--- config.mk ---
export PLATFORM = sky130hd
export DESIGN_NAME = frame_clock_gen
export DESIGN_NICKNAME = d
export VERILOG_FILES = /design/src/rtl/fsg_pkg.sv /design/src/rtl/fsg_tick_src.sv /design/src/rtl/fsg_bit_div.sv /design/src/rtl/fsg_frame.sv /design/src/rtl/frame_clock_gen.sv
export SDC_FILE = /design/constraint.sdc
export NUM_CORES = 1
export LEC_CHECK = 0
export BUFFER_PORTS_ARGS = -buffer_cell sky130_fd_sc_hd__buf_2
export CORE_UTILIZATION = 62
export DETAILED_ROUTE_END_ITERATION = 16
export GPL_ROUTABILITY_DRIVEN = 1
export PLACE_DENSITY = 0.85
export SLEW_MARGIN = 20
export SYNTH_ARGS = -nofsm -noshare
export SYNTH_HDL_FRONTEND = slang
export SYNTH_HIERARCHICAL = 1
export SYNTH_SLANG_ARGS = --single-unit
--- constraint.sdc ---
create_clock -name clk -period 7.1 [get_ports clk]
set_clock_uncertainty 0.1 [all_clocks]
set_input_delay 1.42 -clock clk [delete_from_list [all_inputs] [get_ports clk]]
set_output_delay 1.42 -clock clk [all_outputs]
set_load 0.02 [all_outputs]
--- src/rtl/fsg_pkg.sv ---
`timescale 1ns/1ps
package fsg_pkg;
   localparam int DEF_DIV_W = 8;
   localparam int DEF_WID_W = 8;
   localparam int DEF_PER_W = 12;
   typedef enum logic {FR_IDLE = 1'b0, FR_RUN = 1'b1} frame_st_e;
endpackage

--- src/rtl/fsg_tick_src.sv ---
`timescale 1ns/1ps
module fsg_tick_src #(
   parameter bit HAS_EXT     = 1'b1,
   parameter int SYNC_STAGES = 2
) (
   input  logic clk,
   input  logic rst_n,
   input  logic src_sel,
   input  logic ext_clk,
   output logic tick
);
   generate
      if (SYNC_STAGES < 2) begin : g_bad_sync
         $error("fsg_tick_src: SYNC_STAGES must be at least 2");
      end
      if (HAS_EXT) begin : g_ext
         logic [SYNC_STAGES:0] sh;
         logic                 rise;
         always_ff @(posedge clk or negedge rst_n) begin
            if (!rst_n) sh <= '0;
            else        sh <= {sh[SYNC_STAGES-1:0], ext_clk};
         end
         assign rise = sh[SYNC_STAGES-1] & ~sh[SYNC_STAGES];
         assign tick = src_sel ? rise : 1'b1;

         ext_edge_pulse_chk: assert property (@(posedge clk) disable iff (!rst_n)
            rise |=> !rise);
      end else begin : g_local
         logic unused_pins;
         assign unused_pins = src_sel ^ ext_clk;
         assign tick = 1'b1;
      end
   endgenerate
endmodule

--- src/rtl/fsg_bit_div.sv ---
`timescale 1ns/1ps
module fsg_bit_div #(
   parameter int DIV_W = 8
) (
   input  logic             clk,
   input  logic             rst_n,
   input  logic             gen_en,
   input  logic             tick,
   input  logic             ld_ok,
   input  logic [DIV_W-1:0] div_cfg,
   output logic             wrap,
   output logic             half_stb,
   output logic             raw
);
   logic [DIV_W-1:0] cnt;
   logic [DIV_W-1:0] div_a;
   logic [DIV_W-1:0] half;

   assign half     = div_a >> 1;
   assign wrap     = gen_en & tick & (cnt == div_a);
   assign half_stb = gen_en & tick & (cnt == half);
   assign raw      = gen_en & (cnt <= half);

   always_ff @(posedge clk or negedge rst_n) begin
      if (!rst_n) begin
         cnt   <= '0;
         div_a <= '0;
      end else if (!gen_en) begin
         cnt   <= '0;
         div_a <= div_cfg;
      end else begin
         if (tick) cnt <= wrap ? '0 : cnt + 1'b1;
         if (ld_ok) div_a <= div_cfg;
      end
   end


   cnt_bound_chk: assert property (@(posedge clk) disable iff (!rst_n)
      cnt <= div_a);

   clk_rise_chk: assert property (@(posedge clk) disable iff (!rst_n)
      (gen_en && $past(gen_en) && $rose(raw)) |-> $past(wrap));
endmodule

--- src/rtl/fsg_frame.sv ---
`timescale 1ns/1ps
module fsg_frame
   import fsg_pkg::*;
#(
   parameter int PER_W = 12,
   parameter int WID_W = 8
) (
   input  logic             clk,
   input  logic             rst_n,
   input  logic             gen_en,
   input  logic             fs_en,
   input  logic             wrap,
   input  logic             mode,
   input  logic             xfer_req,
   input  logic [PER_W-1:0] per_cfg,
   input  logic [WID_W-1:0] wid_cfg,
   output logic             frame_edge,
   output logic             fs_raw
);
   frame_st_e        st;
   logic [PER_W-1:0] pcnt;
   logic [PER_W-1:0] per_a;
   logic [WID_W-1:0] wid_a;
   logic             pend;
   logic             req;
   logic             start;

   assign req        = pend | xfer_req;
   assign start      = mode | req;
   assign frame_edge = wrap & ((st == FR_IDLE) | (pcnt == per_a));
   assign fs_raw     = (st == FR_RUN) & (pcnt <= PER_W'(wid_a));

   always_ff @(posedge clk or negedge rst_n) begin
      if (!rst_n) begin
         st    <= FR_IDLE;
         pcnt  <= '0;
         per_a <= '0;
         wid_a <= '0;
         pend  <= 1'b0;
      end else if (!gen_en) begin
         st    <= FR_IDLE;
         pcnt  <= '0;
         pend  <= 1'b0;
         per_a <= per_cfg;
         wid_a <= wid_cfg;
      end else begin
         if (frame_edge) begin
            per_a <= per_cfg;
            wid_a <= wid_cfg;
         end
         if (!fs_en) begin
            st   <= FR_IDLE;
            pcnt <= '0;
            pend <= 1'b0;
         end else if (frame_edge) begin
            pcnt <= '0;
            if (start) begin
               st   <= FR_RUN;
               pend <= 1'b0;
            end else begin
               st   <= FR_IDLE;
               pend <= req;
            end
         end else begin
            if (wrap) pcnt <= pcnt + 1'b1;
            pend <= req;
         end
      end
   end


   pcnt_bound_chk: assert property (@(posedge clk) disable iff (!rst_n)
      (st == FR_RUN) |-> (pcnt <= per_a));

   cfg_hold_chk: assert property (@(posedge clk) disable iff (!rst_n)
      (gen_en && st == FR_RUN && !frame_edge) |=> ($stable(per_a) && $stable(wid_a)));

   paced_idle_chk: assert property (@(posedge clk) disable iff (!rst_n)
      (st == FR_IDLE && !mode && !pend && !xfer_req) |=> (st == FR_IDLE));

   gen_off_chk: assert property (@(posedge clk) disable iff (!rst_n)
      !gen_en |=> (st == FR_IDLE && pcnt == '0));
endmodule

--- src/rtl/frame_clock_gen.sv ---
`timescale 1ns/1ps
module frame_clock_gen
   import fsg_pkg::*;
#(
   parameter int DIV_W       = DEF_DIV_W,
   parameter int WID_W       = DEF_WID_W,
   parameter int PER_W       = DEF_PER_W,
   parameter bit HAS_EXT     = 1'b1,
   parameter int SYNC_STAGES = 2
) (
   input  logic                         clk,
   input  logic                         rst_n,
   input  logic [DIV_W+WID_W+PER_W:0]   cfg_word,
   input  logic                         gen_en,
   input  logic                         fs_en,
   input  logic                         clk_pol,
   input  logic                         fs_pol_tx,
   input  logic                         fs_pol_rx,
   input  logic                         src_sel,
   input  logic                         ext_clk,
   input  logic                         xfer_req,
   output logic                         bit_stb,
   output logic                         tx_stb,
   output logic                         bclk,
   output logic                         fs_tx,
   output logic                         fs_rx
);
   localparam int WID_LSB  = DIV_W;
   localparam int PER_LSB  = WID_LSB + WID_W;
   localparam int MODE_BIT = PER_LSB + PER_W;

   generate
      if (DIV_W < 1) begin : g_bad_div
         $error("frame_clock_gen: DIV_W must be positive");
      end
      if (WID_W > PER_W) begin : g_bad_wid
         $error("frame_clock_gen: WID_W must not exceed PER_W");
      end
   endgenerate

   logic tick;
   logic wrap;
   logic half_stb;
   logic raw;
   logic frame_edge;
   logic fs_raw;

   fsg_tick_src #(.HAS_EXT(HAS_EXT), .SYNC_STAGES(SYNC_STAGES)) u_src (
      .clk(clk), .rst_n(rst_n), .src_sel(src_sel), .ext_clk(ext_clk), .tick(tick));

   fsg_bit_div #(.DIV_W(DIV_W)) u_div (
      .clk(clk), .rst_n(rst_n), .gen_en(gen_en), .tick(tick), .ld_ok(frame_edge),
      .div_cfg(cfg_word[DIV_W-1:0]), .wrap(wrap), .half_stb(half_stb), .raw(raw));

   fsg_frame #(.PER_W(PER_W), .WID_W(WID_W)) u_frm (
      .clk(clk), .rst_n(rst_n), .gen_en(gen_en), .fs_en(fs_en), .wrap(wrap),
      .mode(cfg_word[MODE_BIT]), .xfer_req(xfer_req),
      .per_cfg(cfg_word[MODE_BIT-1:PER_LSB]), .wid_cfg(cfg_word[PER_LSB-1:WID_LSB]),
      .frame_edge(frame_edge), .fs_raw(fs_raw));

   assign bit_stb = wrap;
   assign tx_stb  = half_stb;
   assign bclk    = clk_pol ? raw : ~raw;
   assign fs_tx   = fs_raw ^ fs_pol_tx;
   assign fs_rx   = fs_raw ^ fs_pol_rx;


   fs_start_chk: assert property (@(posedge clk) disable iff (!rst_n)
      $rose(fs_raw) |-> $past(wrap));

   fs_gate_chk: assert property (@(posedge clk) disable iff (!rst_n)
      !fs_en |=> !fs_raw);
endmodule

# Word level (Yosys, flattened, before mapping)
# Cells that the tools add are included.
# classes
n_addsub	2
magnitude_cmp	2
eq_ne	7
mux	23
bitwise	15
# op_table
operator	count
12-bit two-way mux	6
8-bit two-way mux	7
12-bit by 1-bit adder with 12-bit output (second input constant)	1
12-bit == test	1
12-bit by 8-bit <= comparator with 1-bit output	1
1-bit two-way mux	10
8-bit by 1-bit adder with 8-bit output (second input constant)	1
8-bit by 7-bit == test with 1-bit output	1
8-bit == test	1
8-bit by 7-bit <= comparator with 1-bit output	1
1-bit bitwise AND	7
2-bit by 1-bit != test with 1-bit output (second input constant)	2
4-bit by 2-bit != test with 1-bit output (second input constant)	1
3-bit by 2-bit != test with 1-bit output (second input constant)	1
1-bit inverter	3
1-bit bitwise OR	3
1-bit XOR	2
# totals
ff_bits	53
in_bits	39

# Longest topological paths before layout
# Gate-level depths: netlist of run 1.
# logic_depth
ltp_word	9
mapped_depth	11

# Hierarchy
# Netlist of run 1, hierarchy kept.
# by_module_without_submodules
mod	n_inst	cells_per_inst	area_per_inst_um2	seq_area_each_um2
fsg_frame	1	185	1970.6	850.8
fsg_bit_div	1	104	989.7	400.4
fsg_tick_src	1	5	87.6	75.1
frame_clock_gen	1	3	26.3	0.0

# Least setup slack after synthesis of run 1
# Ideal clock, no wire load.
# synth_timing
path_kind	input port to output port
from	in src_sel
to	out bit_stb
t_arrival_ns	2.044
t_required_ns	5.580
slack_ns	3.536
stages	3
n_path_buf	0
cell_sequence	o21ai_2 nand2_1 nor2_1
# synth_via
elab_chain_cells	3
# synth_lines
item	line	source
start: declaration	frame_clock_gen.sv:19	input logic src_sel,
1-bit two-way mux	fsg_tick_src.sv:24	assign tick = src_sel ? rise : 1'b1;
1-bit bitwise AND (2 in a row)	fsg_bit_div.sv:20	assign wrap = gen_en & tick & (cnt == div_a);
end: declaration	frame_clock_gen.sv:22	output logic bit_stb,
# No other way between the ends.

# Worst setup path after layout of run 1
# layout_timing
from	reg u_frm.pcnt[5]
to	out fs_rx
# layout_via
elab_chain_cells	3
# layout_lines
item	line	source
start: declaration	fsg_frame.sv:21	logic [PER_W-1:0] pcnt;
start signal: assignment	fsg_frame.sv:65	if (wrap) pcnt <= pcnt + 1'b1;
12-bit by 8-bit <= comparator with 1-bit output	fsg_frame.sv:31	assign fs_raw = (st == FR_RUN) & (pcnt <= PER_W'(wid_a));
1-bit bitwise AND	fsg_frame.sv:31	
via fs_raw	frame_clock_gen.sv:46	logic fs_raw;
1-bit XOR	frame_clock_gen.sv:65	assign fs_rx = fs_raw ^ fs_pol_rx;
end: declaration	frame_clock_gen.sv:26	output logic fs_rx
# The timed path passes the listed nets, and every way through them passes these cells.

==> flow_summary.toml, run 1 <==
[outcome]
status = "finished clean"

[logic_synthesis]
syn_nets = 353
syn_area_um2 = 3070
synthCells = 297
ys_seq_elements = 53
yosysUniqueCellTypes = 50
ys.flop_type = "dfrtp_1"
synth-edff-count = 0
syn_avg_cell_area_um2 = 10.4
seq_area_frac_synth_pct = 43.1
yosys_warnings = 6
synthArstFlopShare_pct = 100

[worst_setup_path]
max_stage_delay_ns = 0.47
path_cells = "ha_1, a21o_1, a211oi_1, o211ai_1, a21oi_1, xor2_1, buf_2"
crit_type = "reg -> out"
critPathLaunchType = "register"
critical_path.slowest_cell = "dfrtp_1"
cp_data_required_time_ns = 5.58
cp.arrival_ns = 2.32
cp_max_fo = 6
cp-end-kind = "output pin"

[layout]
final_cell_mix = "dfrtp_1, buf_2, xor2_1, nand2_1, a221o_1"
multi_input_area_um2 = 1610
final_net_count = 395
area_delta_synth_final_pct = 11.0
fill_cells = 347
diodes = 0
final_common_cell = "dfrtp_1"
layoutNonFillerInstCount = 407
fin_util_pct = 71.8
seqCellArea_um2 = 1330
drive_above_1_share_pct = 19.4

[grt]
grt_pass1_wl_um = 10900
antenna_found_initial = 0
grt_pass1_vias = 2312
grt_max_degree = 54
track_usage_pct = 27.2
grt-ovfl-total = 0

[clock_network]
h-tree-depth = 2
cts_setup_buffers = 0
numCtsBuffers = 5
cts_tree = "yes"
cts_buffer_depth = 2
cts.sinks = 53
path_clk_slew_ns = 0.09
cts_resized = 0
ctsHoldBuffers = 0
cts-root-buf = "clkbuf_8"
clk_latency_ns = 0.30

[timing]
min_period_ns = 3.84
tightestPinTransition_ns = 0.893
setup_violations = 0
fmax_mhz = 260
post-route-period-util_pct = 54.1
slew_headroom_pct = 40.1
tns_ns = 0
drv_slew = 0
finalHoldViolations = 0
rsz0062_at_grt = "no"
worst_hold_slack_ns = 0.266

[route]
via_count = 2372
dr.pass1.iters = 4
finalWirelength_um = 6270
wl_per_cell_um = 15.4
via_per_inst = 5.83
ant_nets = 0
drcViolationCount = 0
drt-initial-drc-count = 256

[floorplan]
fp.coreArea_um2 = 4750
fp-row-count = 25
die-area_um2 = 5240
die-width_um = 72.4
initial_utilization_pct = 64.7
ios = 44
die_h_um = 72.4

[hold_path]
holdCritPathClass = "reg -> reg"

[power_and_ir_drop]
ir_drop_v = 0.000132
p_leak_nw = 1.66
power_density_nw_per_um2 = 172

[placed_design]
io_buffers = 43
dp.cells = 399
dp_hpwl_um = 4410
gp_congestion = 0.853

[run]
maxCapViolations = 0
## registers in the layout, indices dropped and copies added (netlist names)
signal / flops
u_frm/pend: 1
u_frm/pcnt: 12
u_frm/per_a: 12
u_frm/wid_a: 8
u_div/div_a: 8
u_src/g_ext.sh: 3
u_frm/st: 1
u_div/cnt: 8
## metal layers
layer | share of wire [%] | up-vias | track usage, %
li1 | - | 1160 | -
met1 | 48 | 1125 | 39.2
met2 | 44 | 75 | 39.7
met3 | 5.6 | 12 | 5.42
met4 | 1.9 | 0 | 12.0
met5 | 0 | - | 0
## path summary, 6_finish.rpt
| path | from | to | slack (ns) | cells after the start |
|---|---|---|---|---|
| min reg2reg | u_src/g_ext.sh[0]$_DFF_PN0_ | u_src/g_ext.sh[1]$_DFF_PN0_ | 0.27 | 0 |
| max | u_frm/pcnt[5]$_DFFE_PN0P_ | fs_rx | 3.26 | 7 |
| min in group asynchronous | rst_n | u_div/cnt[2]$_DFFE_PN0P_ | 1.13 | 2 |
| max in group asynchronous | rst_n | u_frm/pend$_DFF_PN0_ | 5.35 | 2 |
| min | u_src/g_ext.sh[0]$_DFF_PN0_ | u_src/g_ext.sh[1]$_DFF_PN0_ | 0.27 | 0 |
| max reg2reg | u_div/cnt[0]$_DFFE_PN0P_ | u_frm/pcnt[5]$_DFFE_PN0P_ | 4.16 | 9 |
## power by group
| part | internal (mW) | leakage [nW] | switching (mW) |
|---|---|---|---|
| Sequential | 0.319 | 0.679 | 0.0146 |
| Clock | 0.0702 | 0.0395 | 0.0914 |
| Combinational | 0.0420 | 0.939 | 0.0490 |
| Total | 0.431 | 1.66 | 0.155 |
## critical path, delay by kind of cell (launching register included)
family,cells,cell delay (ns)
DFF,1,0.47
adders and majority gates,1,0.37
buffers and inverters,1,0.17
xor gates and xnor gates,1,0.16
AOI/OAI and AO/OA,4,0.84
## kinds of logic (layout without fill, tap and decap cells)
family	Yosys count	in the layout	share of synthesized area, %
and+or+nand+nor	99	99	19.0
adders and majority gates	17	17	6.92
DFF	53	53	43.1
AOI/OAI and AO/OA	60	60	15.7
muxes	2	2	0.733
xor gates and xnor gates	35	35	10.2
buffers and inverters	31	74	4.35
## synthesized netlist by cell type, types with 3 or more instances
| cell | count | area (µm²) |
|---|---|---|
| nor2_1 | 14 | 52.6 |
| a221o_1 | 20 | 200 |
| a21o_1 | 4 | 30.0 |
| nand4_1 | 10 | 62.6 |
| dfrtp_1 | 53 | 1330 |
| clkbuf_1 | 6 | 22.5 |
| xor2_1 | 20 | 175 |
| o21ai_0 | 11 | 55.1 |
| nand2b_1 | 4 | 25.0 |
| nand2_1 | 20 | 75.1 |
| ha_1 | 17 | 213 |
| inv_1 | 19 | 71.3 |
| and2_1 | 9 | 56.3 |
| nand3_1 | 8 | 40.0 |
| a21oi_1 | 7 | 35.0 |
| and3_1 | 14 | 87.6 |
| nor2b_1 | 3 | 18.8 |
| xnor2_1 | 14 | 123 |
## metrics by stage
step           cell area (µm²)  power [mW]  worst slack [ns]
2_1_floorplan             3070       0.396              3.54
3_3_place_gp              3330       0.426              3.30
3_5_place_dp              3330       0.430              3.30
4_1_cts                   3410       0.590              3.25
5_1_grt                   3410       0.619              3.09
6_report                  3410       0.586              3.26
## final cells by class
class                   instances  area share [%]
inverters                      21            2.31
clock buffers                   8            2.35
well taps                      67            2.46
multi-input cells             213            47.3
flip-flops and latches         53            38.9
repair buffers                 45            6.74
Power figures use the tool's default switching activity.
==> inputs of run 2 (changes only) <==
--- a/config.mk
+++ b/config.mk
@@ -6,10 +6,10 @@
 export NUM_CORES = 1
 export LEC_CHECK = 0
 export BUFFER_PORTS_ARGS = -buffer_cell sky130_fd_sc_hd__buf_2
-export CORE_UTILIZATION = 62
+export CORE_UTILIZATION = 52
 export DETAILED_ROUTE_END_ITERATION = 16
 export GPL_ROUTABILITY_DRIVEN = 1
-export PLACE_DENSITY = 0.85
+export PLACE_DENSITY = 0.76
 export SLEW_MARGIN = 20
 export SYNTH_ARGS = -nofsm -noshare
 export SYNTH_HDL_FRONTEND = slang
==> constraint.sdc (replaced) <==
create_clock -name clk -period 3.1 [get_ports clk]
set_clock_uncertainty 0.1 [all_clocks]
set_input_delay 0.62 -clock clk [delete_from_list [all_inputs] [get_ports clk]]
set_output_delay 0.62 -clock clk [all_outputs]
set_load 0.02 [all_outputs]
==> run 2 against run 1 <==
Net effect:
- global-route usage shrank 4.0 points
- sequential power grew 130%
- worst hold slack lost 0.11 ns
- core utilization shrank 10 points
- clock power grew 130%
- first-iteration DRC count shrank 20%
- die area grew 19%
- critical path type unchanged
- largest power group unchanged
==> flow_summary.toml, run 2 (synthesis results as in run 1) <==
[worst_setup_path]
cp-end-kind = "output pin"
max_stage_delay_ns = 0.47
cp.arrival_ns = 2.22
critPathLaunchType = "register"
path_cells = "ha_1, nand4b_1, or2_2, o31ai_1, o311a_1, xnor2_1, buf_2"
critical_path.slowest_cell = "dfrtp_1"
cp_data_required_time_ns = 2.38
crit_type = "reg -> out"
cp_max_fo = 5

[clock_network]
cts.sinks = 53
h-tree-depth = 2
path_clk_slew_ns = 0.09
ctsHoldBuffers = 0
cts_tree = "yes"
cts_buffer_depth = 2
numCtsBuffers = 5
cts-root-buf = "clkbuf_8"
clk_latency_ns = 0.30
cts_setup_buffers = 0

[timing]
tns_ns = 0
fmax_mhz = 341
setup_violations = 0
min_period_ns = 2.94
tightestPinTransition_ns = 0.929
slew_headroom_pct = 37.7
worst_slack_ns = 0.164
rsz0062_at_grt = "no"
finalHoldViolations = 0
drv_slew = 0
post-route-period-util_pct = 94.7
worst_hold_slack_ns = 0.157

[route]
via_count = 2413
dr.pass1.iters = 5
wl_per_cell_um = 16.1
drcViolationCount = 0
ant_nets = 0
via_per_inst = 5.81
drt-initial-drc-count = 204
finalWirelength_um = 6690

[grt]
grt_pass1_wl_um = 11200
grt_max_degree = 25
grt_pass1_vias = 2343
track_usage_pct = 23.2
grt-ovfl-total = 0
antenna_found_initial = 0

[floorplan]
die-width_um = 78.9
fp.coreArea_um2 = 5610
ios = 44
die_h_um = 78.9
initial_utilization_pct = 54.8
die-area_um2 = 6220
fp-row-count = 27

[layout]
fin_util_pct = 61.6
multi_input_area_um2 = 1620
diodes = 0
fill_cells = 457
drive_above_1_share_pct = 21.0
final_common_cell = "dfrtp_1"
final_cell_mix = "dfrtp_1, buf_2, xor2_1, nand2_1, a221o_1"
area_delta_synth_final_pct = 12.4
seqCellArea_um2 = 1330
largestRegisters = "u_frm/pcnt x12, u_frm/per_a x12"
final_net_count = 399

[power_and_ir_drop]
ir_drop_v = 0.000215
p_leak_nw = 1.68
p_total_mw = 1.35
power_density_nw_per_um2 = 391

[placed_design]
gp_congestion = 0.870
dp_hpwl_um = 4940
io_buffers = 43
pre_cts_ws_ns = 0.446

[outcome]
status = "finished clean"

[hold_path]
holdCritPathClass = "in -> async"

[run]
maxCapViolations = 0
[run 2: worst max-delay path: cells and delay by family (launching register included)]
kind / cells / cell delay [ns]
AO/OA/AOI/OAI: 2 / 0.30
AND/OR/NAND/NOR: 2 / 0.50
flip-flops: 1 / 0.47
XOR/XNOR: 1 / 0.11
buffers and inverters: 1 / 0.18
adder cells (fa/ha/maj): 1 / 0.35
[run 2: metal layers]
| metal | share of wire (%) | global-route usage, % | up-vias | wire [µm] |
|---|---|---|---|---|
| li1 | - | - | 1171 | - |
| met5 | 0 | 0 | - | 0 |
| met3 | 4.2 | 3.22 | 8 | 282 |
| met1 | 47 | 32.8 | 1165 | 3120 |
| met4 | 0.70 | 5.45 | 0 | 47 |
| met2 | 49 | 37.8 | 69 | 3250 |
[run 2: cell type report]
cell class	count	area share [%]
Sequential cell	53	38.4
Timing Repair Buffer	49	7.53
Tap cell	72	2.61
Clock buffer	6	2.10
Multi-Input combinational cell	213	46.8
Inverter	21	2.28
Clock inverter	1	0.254
[run 2: through the flow]
step                      cell area [µm²]  instances
after floorplan                      3070        297
after global placement               3370        408
after detailed placement             3370        408
after CTS                            3450        415
after global routing                 3450        415
final                                3450        415
[run 2: timing repair]
| item | in CTS | in global routing |
|---|---|---|
| resized for setup | 0 | 1 |
| endpoints found under the hold margin | 0 | 0 |
| endpoints found under the setup margin | 0 | 2 |
[run 2: where the power goes]
part           internal (mW)  total, mW  switching, mW
sequential             0.731      0.767         0.0365
clock                  0.157      0.372          0.215
combinational         0.0985      0.213          0.114
[run 2: final timing paths]
check,from,to,slack [ns],cells after the start
max,u_div/cnt[5]$_DFFE_PN0P_,bclk,0.16,7
min,rst_n,u_div/div_a[6]$_DFFE_PN0P_,0.16,1
max reg2reg,u_div/cnt[3]$_DFFE_PN0P_,u_frm/wid_a[0]$_DFFE_PN0P_,0.41,9
min reg2reg,u_src/g_ext.sh[0]$_DFF_PN0_,u_src/g_ext.sh[1]$_DFF_PN0_,0.26,0
max in group asynchronous,rst_n,u_frm/wid_a[0]$_DFFE_PN0P_,2.12,2
min in group clk,u_src/g_ext.sh[0]$_DFF_PN0_,u_src/g_ext.sh[1]$_DFF_PN0_,0.26,0
==> inputs of run 3 (changes only) <==
--- a/config.mk
+++ b/config.mk
@@ -6,6 +6,7 @@
 export NUM_CORES = 1
 export LEC_CHECK = 0
 export BUFFER_PORTS_ARGS = -buffer_cell sky130_fd_sc_hd__buf_2
+export CORE_MARGIN = 2
 export CORE_UTILIZATION = 52
 export DETAILED_ROUTE_END_ITERATION = 16
 export GPL_ROUTABILITY_DRIVEN = 1
==> run 3 against run 2 <==
Net effect:
- final area grew 1.5%
- clock power up 32%
- worst hold slack improved by 0.054 ns
- flip-flop and latch count did not move
- routed wire length shrank 0.67%
- critical endpoint is now fs_rx
- largest power group unchanged
==> flow_summary.toml, run 3 (synthesis results as in run 1) <==
[outcome]
status = "finished clean"

[power_and_ir_drop]
power_density_nw_per_um2 = 419
p_int_mw = 1.09
seq_power_share_pct = 52.1
p_clk_share_pct = 33.3
p_sw_share_pct = 25.6
p_leak_nw = 1.70
ir_drop_v = 0.000312
power_switching_mw = 0.376
p_comb_share_pct = 14.5

[worst_setup_path]
r2r_slack_ns = 0.52
cp-end-kind = "output pin"
critPathLaunchType = "register"
crit_buf_inv = 1
critical_path.slowest_cell = "dfrtp_1"
max_stage_delay_ns = 0.45
cp_max_fo = 6
path_cells = "ha_1, a21o_1, a211oi_1, o211ai_1, a21oi_2, xor2_1, buf_2"
cp.arrival_ns = 2.20
regToRegEndpoint = "u_frm/per_a[5]$_DFFE_PN0P_"
crit_type = "reg -> out"
cp_data_required_time_ns = 2.38
reg2reg_from = "u_div/cnt[0]$_DFFE_PN0P_"
crit_family = "compound AO/OA/AOI/OAI gates"
r2r.worst_path.cells = 9
crit_cells = 7

[placed_design]
placed_cell_area_um2 = 3390
dp_hpwl_um = 4920
gp_congestion = 0.895
pre_cts_ws_ns = 0.462
io_buffers = 43

[timing]
worst_hold_slack_ns = 0.212
tns_ns = 0
fmax_mhz = 343
tightestPinTransition_ns = 0.888
post-route-period-util_pct = 94.1
worst_slack_ns = 0.182
slew_headroom_pct = 40.5
min_period_ns = 2.92
finalHoldViolations = 0
drv_slew = 0
setup_violations = 0
rsz0062_at_grt = "no"

[clock_network]
cts_setup_buffers = 0
h-tree-depth = 2
ctsHoldBuffers = 0
cts-root-buf = "clkbuf_8"
clk_latency_ns = 0.31
path_clk_slew_ns = 0.09
cts_buffer_depth = 2
numCtsBuffers = 5
cts.sinks = 53
cts_tree = "yes"

[layout]
final_cell_mix = "dfrtp_1, buf_2, xor2_1, nand2_1, a221o_1"
final_common_cell = "dfrtp_1"
fill_cells = 510
diodes = 0
drive_above_1_share_pct = 21.2
area_delta_synth_final_pct = 14.0
final_net_count = 399
fin_area_um2 = 3510
fin_util_pct = 60.3
largestRegisters = "u_frm/pcnt x12, u_frm/per_a x12"

[floorplan]
initial_utilization_pct = 52.9
die_h_um = 80.9
fp-row-count = 28
die-width_um = 80.9
fp.coreArea_um2 = 5820
ios = 44
die-area_um2 = 6540

[route]
drt-initial-drc-count = 109
ant_nets = 0
via_count = 2426
dr.pass1.iters = 4
wl_per_cell_um = 15.9
drcViolationCount = 0
finalWirelength_um = 6650
via_per_inst = 5.79

[grt]
grt_pass1_vias = 2361
grt-ovfl-total = 0
track_usage_pct = 22.6
grt_max_degree = 29
antenna_found_initial = 0
grt_pass1_wl_um = 11200

[hold_path]
holdCritPathClass = "in -> async"

[run]
maxCapViolations = 0
run 3: layout make-up:
| cell class | count | area [µm²] | share of cell area [%] |
|---|---|---|---|
| multi-input combinational | 213 | 1620 | 46.1 |
| sequential | 53 | 1330 | 37.8 |
| timing repair buffer | 49 | 273 | 7.78 |
| tap | 75 | 93.8 | 2.68 |
| clock buffer | 7 | 86.3 | 2.46 |
| inverter | 21 | 78.8 | 2.25 |
| clock inverter | 1 | 30.0 | 0.857 |
run 3: power groups by stage:
stage	Combinational [mW]	Sequential [mW]	Clock (mW)
floorplan	0.140	0.768	0
global placement	0.207	0.779	0
detailed placement	0.215	0.779	0
CTS	0.216	0.766	0.501
global route	0.242	0.770	0.534
finish	0.214	0.766	0.490
run 3: layer usage:
layer | global-route usage, % | wire length [µm]
met5 | 0 | 0
met4 | 10.2 | 201
met3 | 4.67 | 291
met2 | 38.3 | 3290
met1 | 27.7 | 2870
run 3: through the flow:
stage          power [mW]  instances
4_1_cts              1.48        419
2_1_floorplan       0.908        297
5_1_grt              1.55        419
3_3_place_gp        0.986        411
6_report             1.47        419
3_5_place_dp        0.994        411
run 3: repair_timing:
action,in CTS,in global routing
endpoints found under the hold margin,0,0
gates resized for setup,0,1
setup endpoints to repair,0,2
run 3: worst max path at each step:
| stage | startpoint | to | slack [ns] |
|---|---|---|---|
| finish | u_frm/pcnt[5]$_DFFE_PN0P_ | fs_rx | 0.18 |
| global route | u_frm/pcnt[5]$_DFFE_PN0P_ | fs_rx | 0.004 |
| CTS | u_frm/pcnt[5]$_DFFE_PN0P_ | fs_rx | 0.11 |
| detailed placement | u_frm/pcnt[5]$_DFFE_PN0P_ | fs_rx | 0.46 |
| global placement | u_frm/pcnt[5]$_DFFE_PN0P_ | fs_tx | 0.52 |
| floorplan | u_div/cnt[3]$_DFFE_PN0P_ | u_frm/pcnt[10]$_DFFE_PN0P_ | 0.47 |
